$ cat src/rtl/mdio_mgmt_pkg.sv
package mdio_mgmt_pkg;

   localparam int OFF_CMD    = 'h2C;
   localparam int OFF_ADDR   = 'h30;
   localparam int OFF_TXDATA = 'h34;
   localparam int OFF_RXDATA = 'h38;
   localparam int OFF_STATUS = 'h3C;

   localparam int CMD_WR_BIT   = 2;
   localparam int CMD_RD_BIT   = 1;
   localparam int CMD_POLL_BIT = 0;

   localparam int ST_LINKDN_BIT = 0;
   localparam int ST_BUSY_BIT   = 1;

   localparam logic [4:0] POLL_REG = 5'd1;
   localparam int         LINK_OK_BIT = 2;

   typedef enum logic [1:0] {
      OP_NONE  = 2'd0,
      OP_WRITE = 2'd1,
      OP_READ  = 2'd2,
      OP_POLL  = 2'd3
   } mgmt_op_e;

endpackage

$ cat src/rtl/mdio_clkgen.sv
module mdio_clkgen #(
   parameter int DIV_HALF = 4
) (
   input  logic clk,
   input  logic rst_n,
   input  logic en,
   output logic mdc,
   output logic rise,
   output logic fall
);

   logic tick;

   generate
      if (DIV_HALF < 1) begin : g_bad_div
         $error("mdio_clkgen: DIV_HALF must be at least 1");
      end

      if (DIV_HALF == 1) begin : g_div_direct
         assign tick = en;
      end else begin : g_div_count
         localparam int CW = $clog2(DIV_HALF);
         logic [CW-1:0] cnt_q;

         always_ff @(posedge clk or negedge rst_n) begin
            if (!rst_n) begin
               cnt_q <= '0;
            end else if (!en) begin
               cnt_q <= '0;
            end else if (cnt_q == CW'(DIV_HALF - 1)) begin
               cnt_q <= '0;
            end else begin
               cnt_q <= cnt_q + 1'b1;
            end
         end

         assign tick = en && (cnt_q == CW'(DIV_HALF - 1));
      end
   endgenerate

   always_ff @(posedge clk or negedge rst_n) begin
      if (!rst_n) begin
         mdc <= 1'b0;
      end else if (!en) begin
         mdc <= 1'b0;
      end else if (tick) begin
         mdc <= ~mdc;
      end
   end

   assign rise = tick && !mdc;
   assign fall = tick && mdc;

   // every half-period tick flips the management clock
   a_r6_clock_toggles: assert property (@(posedge clk) disable iff (!rst_n)
      (en && tick) |=> (mdc != $past(mdc)));

   // clock parked low when not enabled
   a_r6_idle_low: assert property (@(posedge clk) disable iff (!rst_n)
      !en |=> !mdc);

endmodule

$ cat src/rtl/mdio_frame_shifter.sv
module mdio_frame_shifter #(
   parameter int PRE_LEN = 32
) (
   input  logic        clk,
   input  logic        rst_n,
   input  logic        start,
   input  logic        is_read,
   input  logic [4:0]  phy,
   input  logic [4:0]  regad,
   input  logic [15:0] wdata,
   input  logic        rise,
   input  logic        fall,
   input  logic        mdio_i,
   output logic        busy,
   output logic        done,
   output logic        mdio_o,
   output logic        mdio_oe,
   output logic [15:0] rx_data
);

   localparam int FL     = PRE_LEN + 32;
   localparam int BW     = $clog2(FL);
   localparam int TA_POS = PRE_LEN + 14;

   generate
      if (PRE_LEN < 1) begin : g_bad_pre
         $error("mdio_frame_shifter: PRE_LEN must be at least 1");
      end
   endgenerate

   logic [FL-1:0] frame_q;
   logic [BW-1:0] bit_q;
   logic          busy_q;
   logic          rd_q;
   logic [15:0]   rx_q;
   logic [FL-1:0] frame_init;

   always_comb begin
      frame_init = {{PRE_LEN{1'b1}}, 2'b01,
                    (is_read ? 2'b10 : 2'b01),
                    phy, regad,
                    (is_read ? 2'b11 : 2'b10),
                    (is_read ? 16'hFFFF : wdata)};
   end

   always_ff @(posedge clk or negedge rst_n) begin
      if (!rst_n) begin
         frame_q <= '1;
         bit_q   <= '0;
         busy_q  <= 1'b0;
         rd_q    <= 1'b0;
      end else if (start && !busy_q) begin
         frame_q <= frame_init;
         bit_q   <= '0;
         busy_q  <= 1'b1;
         rd_q    <= is_read;
      end else if (busy_q && fall) begin
         frame_q <= {frame_q[FL-2:0], 1'b1};
         bit_q   <= bit_q + 1'b1;
         if (bit_q == BW'(FL - 1)) begin
            busy_q <= 1'b0;
         end
      end
   end

   always_ff @(posedge clk or negedge rst_n) begin
      if (!rst_n) begin
         rx_q <= '0;
      end else if (busy_q && rise) begin
         rx_q <= {rx_q[14:0], mdio_i};
      end
   end

   assign busy    = busy_q;
   assign done    = busy_q && fall && (bit_q == BW'(FL - 1));
   assign mdio_o  = frame_q[FL-1];
   assign mdio_oe = busy_q && (!rd_q || (bit_q < BW'(TA_POS)));
   assign rx_data = rx_q;

   // data line only moves on a falling management-clock edge
   a_r7_mdio_hold: assert property (@(posedge clk) disable iff (!rst_n)
      (busy_q && !fall) |=> $stable(mdio_o));

   // the last falling edge ends the transaction
   a_r4_done_ends: assert property (@(posedge clk) disable iff (!rst_n)
      done |=> !busy_q);

endmodule

$ cat src/rtl/mdio_mgmt_ctrl.sv
module mdio_mgmt_ctrl
   import mdio_mgmt_pkg::*;
#(
   parameter int DIV_HALF = 4,
   parameter int PRE_LEN  = 32,
   parameter int ADDR_W   = 8,
   parameter int DATA_W   = 32
) (
   input  logic              clk,
   input  logic              rst_n,
   input  logic              reg_wr,
   input  logic [ADDR_W-1:0] reg_addr,
   input  logic [DATA_W-1:0] reg_wdata,
   output logic [DATA_W-1:0] reg_rdata,
   output logic              mdc,
   output logic              mdio_o,
   output logic              mdio_oe,
   input  logic              mdio_i
);

   generate
      if (ADDR_W < 8) begin : g_bad_addr
         $error("mdio_mgmt_ctrl: ADDR_W must be at least 8");
      end
      if (DATA_W < 16) begin : g_bad_data
         $error("mdio_mgmt_ctrl: DATA_W must be at least 16");
      end
   endgenerate

   logic [2:0]  cmd_q;
   logic [4:0]  phy_q;
   logic [4:0]  regad_q;
   logic [15:0] txd_q;
   logic [15:0] rxd_q;
   logic        linkdn_q;

   logic        cmd_wr;
   logic        busy;
   logic        start;
   mgmt_op_e    pick;
   logic [2:0]  pick_bits;
   logic        sh_busy;
   logic        sh_done;
   logic        rise;
   logic        fall;
   logic [15:0] rx_data;

   assign cmd_wr = reg_wr && (reg_addr == ADDR_W'(OFF_CMD));
   assign busy   = |cmd_q;

   always_comb begin
      pick      = OP_NONE;
      pick_bits = 3'b000;
      if (reg_wdata[CMD_WR_BIT]) begin
         pick = OP_WRITE;
         pick_bits[CMD_WR_BIT] = 1'b1;
      end else if (reg_wdata[CMD_RD_BIT]) begin
         pick = OP_READ;
         pick_bits[CMD_RD_BIT] = 1'b1;
      end else if (reg_wdata[CMD_POLL_BIT]) begin
         pick = OP_POLL;
         pick_bits[CMD_POLL_BIT] = 1'b1;
      end
   end

   assign start = cmd_wr && !busy && (pick != OP_NONE);

   always_ff @(posedge clk or negedge rst_n) begin
      if (!rst_n) begin
         cmd_q    <= '0;
         phy_q    <= '0;
         regad_q  <= '0;
         txd_q    <= '0;
         rxd_q    <= '0;
         linkdn_q <= 1'b1;
      end else begin
         if (start) begin
            cmd_q <= pick_bits;
         end else if (sh_done) begin
            cmd_q <= '0;
            if (cmd_q[CMD_RD_BIT]) begin
               rxd_q <= rx_data;
            end
            if (cmd_q[CMD_POLL_BIT]) begin
               linkdn_q <= ~rx_data[LINK_OK_BIT];
            end
         end
         if (reg_wr && reg_addr == ADDR_W'(OFF_ADDR)) begin
            phy_q   <= reg_wdata[4:0];
            regad_q <= reg_wdata[12:8];
         end
         if (reg_wr && reg_addr == ADDR_W'(OFF_TXDATA)) begin
            txd_q <= reg_wdata[15:0];
         end
      end
   end

   mdio_clkgen #(
      .DIV_HALF (DIV_HALF)
   ) u_clkgen (
      .clk   (clk),
      .rst_n (rst_n),
      .en    (sh_busy),
      .mdc   (mdc),
      .rise  (rise),
      .fall  (fall)
   );

   mdio_frame_shifter #(
      .PRE_LEN (PRE_LEN)
   ) u_shifter (
      .clk     (clk),
      .rst_n   (rst_n),
      .start   (start),
      .is_read (pick != OP_WRITE),
      .phy     (phy_q),
      .regad   ((pick == OP_POLL) ? POLL_REG : regad_q),
      .wdata   (txd_q),
      .rise    (rise),
      .fall    (fall),
      .mdio_i  (mdio_i),
      .busy    (sh_busy),
      .done    (sh_done),
      .mdio_o  (mdio_o),
      .mdio_oe (mdio_oe),
      .rx_data (rx_data)
   );

   always_comb begin
      reg_rdata = '0;
      case (reg_addr)
         ADDR_W'(OFF_CMD):    reg_rdata[2:0] = cmd_q;
         ADDR_W'(OFF_ADDR): begin
            reg_rdata[4:0]  = phy_q;
            reg_rdata[12:8] = regad_q;
         end
         ADDR_W'(OFF_TXDATA): reg_rdata[15:0] = txd_q;
         ADDR_W'(OFF_RXDATA): reg_rdata[15:0] = rxd_q;
         ADDR_W'(OFF_STATUS): begin
            reg_rdata[ST_LINKDN_BIT] = linkdn_q;
            reg_rdata[ST_BUSY_BIT]   = busy;
         end
         default: reg_rdata = '0;
      endcase
   end

   // at most one command bit is ever stored
   a_r3_single_cmd: assert property (@(posedge clk) disable iff (!rst_n)
      $onehot0(cmd_q));

   // a command written while busy leaves the command register alone
   a_r5_ignore_busy: assert property (@(posedge clk) disable iff (!rst_n)
      (busy && cmd_wr && !sh_done) |=> (cmd_q == $past(cmd_q)));

   // completion clears the command bit
   a_r4_cmd_clears: assert property (@(posedge clk) disable iff (!rst_n)
      sh_done |=> (cmd_q == 3'b000));

   // the command register and the frame shifter agree on busy
   a_r4_busy_match: assert property (@(posedge clk) disable iff (!rst_n)
      busy == sh_busy);

endmodule

$ cat config.mk
export PLATFORM = sky130hd
export DESIGN_NAME = mdio_mgmt_ctrl
export DESIGN_NICKNAME = d
export VERILOG_FILES = /design/src/rtl/mdio_mgmt_pkg.sv /design/src/rtl/mdio_clkgen.sv /design/src/rtl/mdio_frame_shifter.sv /design/src/rtl/mdio_mgmt_ctrl.sv
export SDC_FILE = /design/constraint.sdc
export NUM_CORES = 1
export LEC_CHECK = 0
export ABC_AREA = 1
export CAP_MARGIN = 20
export CORE_ASPECT_RATIO = 1.25
export CORE_MARGIN = 5
export CORE_UTILIZATION = 45
export CTS_BUF_LIST = sky130_fd_sc_hd__clkbuf_16
export CTS_CLUSTER_DIAMETER = 30
export DETAILED_ROUTE_END_ITERATION = 8
export HOLD_SLACK_MARGIN = 0.06
export MAX_ROUTING_LAYER = met4
export PLACE_DENSITY = 0.81
export RECOVER_POWER = 25
export SYNTH_ARGS = -nofsm -noshare
export SYNTH_HDL_FRONTEND = slang
export SYNTH_SLANG_ARGS = --single-unit
$ cat constraint.sdc
create_clock -name clk -period 1.54 [get_ports clk]
set_clock_uncertainty 0.1 [all_clocks]
set_input_delay 0.308 -clock clk [delete_from_list [all_inputs] [get_ports clk]]
set_output_delay 0.308 -clock clk [all_outputs]
set_load 0.01 [all_outputs]
==> reports/metrics.csv <==
stage,metric,value,unit
critical_path,cp_top_family,simple AND/OR/NAND/NOR gates,
global_route,grt.overflow.total,0,
drt,drc,0,
synth,syn_area,6530,um^2
layout,n_antenna_cell,0,
layout,area_delta_synth_final,60.5,%
critical_path,cpMaxStageDelayCell,dfrtp_1,
drt,top_layer,met4,
sta,setup_tns,-34010,ps
drt,wl_met1,9.13,mm
drt,wl_per_cell,26.2,um
critical_path,worstPathArrival,1870,ps
floorplan,floorplan.rows,49,
sta,hold_viol,0,
critical_path,cp_common_cell,nand2_1,
drt,routed_wl,30.4,mm
global_route,grt_pass1_vias,7140,
run_status,violations,setup timing,
critical_path,critPathBufInv,1,
power_and_ir_drop,p_total,8420,uW
floorplan,die-area,17000,um^2
floorplan,die_w,118,um
layout,nets,1013,
power_and_ir_drop,swShare,25.9,%
power_and_ir_drop,p_sw,2180,uW
sta,fin_ws,-740,ps
drt,drt_iter0_markers,831,
synth,ys_warn_count,0,
sta,slew_viol_final,0,
sta,min_period,2280,ps
clock_network,clkTransAtPathRegs,70,ps
critical_path,crit_chain,"nor2_2, nand2_1, nand3_1, o21ai_1, nor2_1, nand2_1, buf_6",
clock_network,cts_tree,done,
sta,tightestPinTransition,755,ps
layout,drive_gt1_share,50.5,%
critical_path,critPathMaxStageDelay,410,ps
power_and_ir_drop,p_int,6240,uW
power_and_ir_drop,p_clk_share,50.9,%
clock_network,clkLatencyLatePin,440,ps
sta,clock.fmax,439,MHz
drt,vias,7414,
sta,finalCritPeriodShare,148,%
synth,yosysSeqAreaShare,53.7,%
floorplan,start_util,45.5,%
drt,wl_met2,14.6,mm
placement,io_buffers,46,
min_path,hp-class,primary input to register,
synth,synthCells,805,
global_route,grt_pass1_wl,37.2,mm
clock_network,htreeDepth,4,
layout,multiInputGateArea,3560,um^2
synth,yosysMostFrequentCell,nand2_1,
power_and_ir_drop,power_per_cell_area,803,nW/um^2
synth,synth_top_area_share,27.6,%
placement,gp_congestion,0.850,
synth,synth_common_cells,"290 x nand2_1, 72 x dfrtp_1, 68 x nand3_1",
global_route,antenna_found_initial,0,
placement,dp_hpwl,10.1,mm
synth,synth_edf_count,0,
synth,synth.distinct_cells,35,
synth,synth-seq-cells,137,
critical_path,crit_path_max_fanout,2,
critical_path,endpoint_kind,output port,
synth,synthFlopType,dfrtp_1,
synth,synth_top_cell_by_area,dfrtp_1,
drt,dr_wl_met3,3.10,mm
clock_network,clock-root-buffer,clkbuf_16,
critical_path,worstSetupStartpointType,register,
power_and_ir_drop,cellLeakagePower,0.00512,uW
synth,async_flop_share,100,%
synth,synth_area_leaders,"dfrtp_1 28%, dfstp_2 26%, nand2_1 17%, nand3_1 5.2%, o21ai_0 5.1%",
drt,avgViaCountPerCell,6.40,
power_and_ir_drop,ir_drop,0.931,mV
flow_run,cap_viol_max_count,0,
floorplan,die_h,145,um
sta,rsz0062_at_grt,true,
drt,detail-route-antenna-nets,0,
run_status,outcome,"finished, violations left",
power_and_ir_drop,p_seq_share,44.0,%
global_route,grt_max_degree,68,
global_route,grt_usage,28.7,%
floorplan,core_area,14300,um^2
clock_network,clock_sinks,137,
floorplan,io_pins,79,
clock_network,ctsLongestPathBuffers,2,
power_and_ir_drop,combPwrFrac,5.1,%
sta,max-slew-margin-rel,49.7,%
synth,syn_avg_cell_area,8.11,um^2
drt,first_pass_iters,8,
clock_network,cts_made_buffers,17,
layout,seqCellArea,3510,um^2
sta,finalSetupViolCount,114,
critical_path,critPathKind,register to output port,
layout,fillers,768,
critical_path,required,1130,ps
cell usage in the layout, fill, tap and decap left out, drive strengths merged:
master         Yosys  final
nand2            290    290
buf               45    160
inv               68     73
dfrtp             72     72
nand3             71     71
o21ai             68     68
dfstp             65     65
nor2              42     42
nand4             30     30
clkbuf            18     25
clkdlybuf4s50      0     17
conb               1     16
a21oi              9      9
o211ai             8      8
clkinv             1      8
clkdlybuf4s15      0      3
or2                3      3
mux2               2      2
ha                 2      2
bufinv             0      2
nor3               2      2
mux2i              2      2
a22oi              1      1
nand3b             1      1
o22ai              1      1
a31oi              1      1
o21a               1      1
xor2               1      1
clkinvlp           0      1
bufbuf             0      1
dlygate4sd3        0      1
dlymetal6s2s       0      1
flip-flops by register name, summed over array words and instances (netlist names), 3 cells and up:
register and count:
rxd_q 16, regad_q 5, cmd_q 3, txd_q 16
u_shifter.frame_q 64, u_shifter.rx_data 16, u_shifter.bit_q 6, phy_q 5
through the flow:
stage               hold slack [ps]  utilization [%]  std cells  instance area [um^2]  setup slack [ps]
global placement               66.7             53.5       1058                  7680              -985
detailed placement             62.4             53.5       1058                  7680             -1000
CTS                             188             67.5       1145                  9690              -310
global route                    340             73.1       1158                 10500              -708
finish                          320             73.1       1158                 10500              -740
floorplan                     -87.6                -        820                  6630              12.2
path summary, 6_finish.rpt:
check / start / endpoint / slack [ps] / cells after the start
max: cmd_q[1] / reg_rdata[1] / -740 / 7
min: reg_wdata[15] / txd_q[15] / 320 / 3
max reg2reg: cmd_q[1] / u_shifter.frame_q[13] / -410 / 10
min reg2reg: u_shifter.frame_q[1] / u_shifter.frame_q[1] / 390 / 2
max in group asynchronous: rst_n / u_shifter.frame_q[9] / 110 / 3
min in group asynchronous: rst_n / u_shifter.bit_q[3] / 370 / 2
worst register-to-register path, delay by kind of cell (launching register included):
kind	cells	cell delay, ps
buffers and inverters	3	530
DFF	1	410
and+or+nand+nor	7	840
layout make-up:
type	instances	area share (%)
clock inverters	15	1.57
flip-flops and latches	137	33.5
well taps	178	2.12
repair buffers	191	22.2
multi-input cells	551	33.9
inverters	69	2.66
clock buffers	17	4.06
power groups by stage:
stage | Clock (uW) | Sequential (uW) | Combinational, uW
after CTS | 4120 | 3690 | 379
after global routing | 4430 | 3700 | 458
final | 4280 | 3700 | 431
after detailed placement | 0 | 3740 | 349
after global placement | 0 | 3740 | 344
after floorplan | 0 | 3730 | 130
per-layer routing:
| metal | GRT usage (%) | up-vias |
|---|---|---|
| li1 | - | 2879 |
| met1 | 28.3 | 3505 |
| met2 | 49.0 | 710 |
| met3 | 6.61 | 320 |
| met4 | 22.8 | 0 |
| met5 | - | - |
repair_timing:
action                                  4_1_cts  5_1_grt
hold buffers                                  1        0
resized for setup                           312      204
buffers inserted                             39       23
endpoints found under the setup margin      126      138
cloned                                       22        8
endpoints found under the hold margin        77        0
pin swaps                                    43       55
cell families after synthesis:
family	count (synthesis)	synth area share [%]
AO/OA/AOI/OAI	89	7.24
XOR/XNOR	1	0.134
adder cells (fa/ha/maj)	2	0.383
buffers and inverters	132	9.19
flip-flops	137	53.7
multiplexers	4	0.651
other	1	0.0574
AND/OR/NAND/NOR	439	28.6
Note: power is estimated with default switching activity, not from simulation.
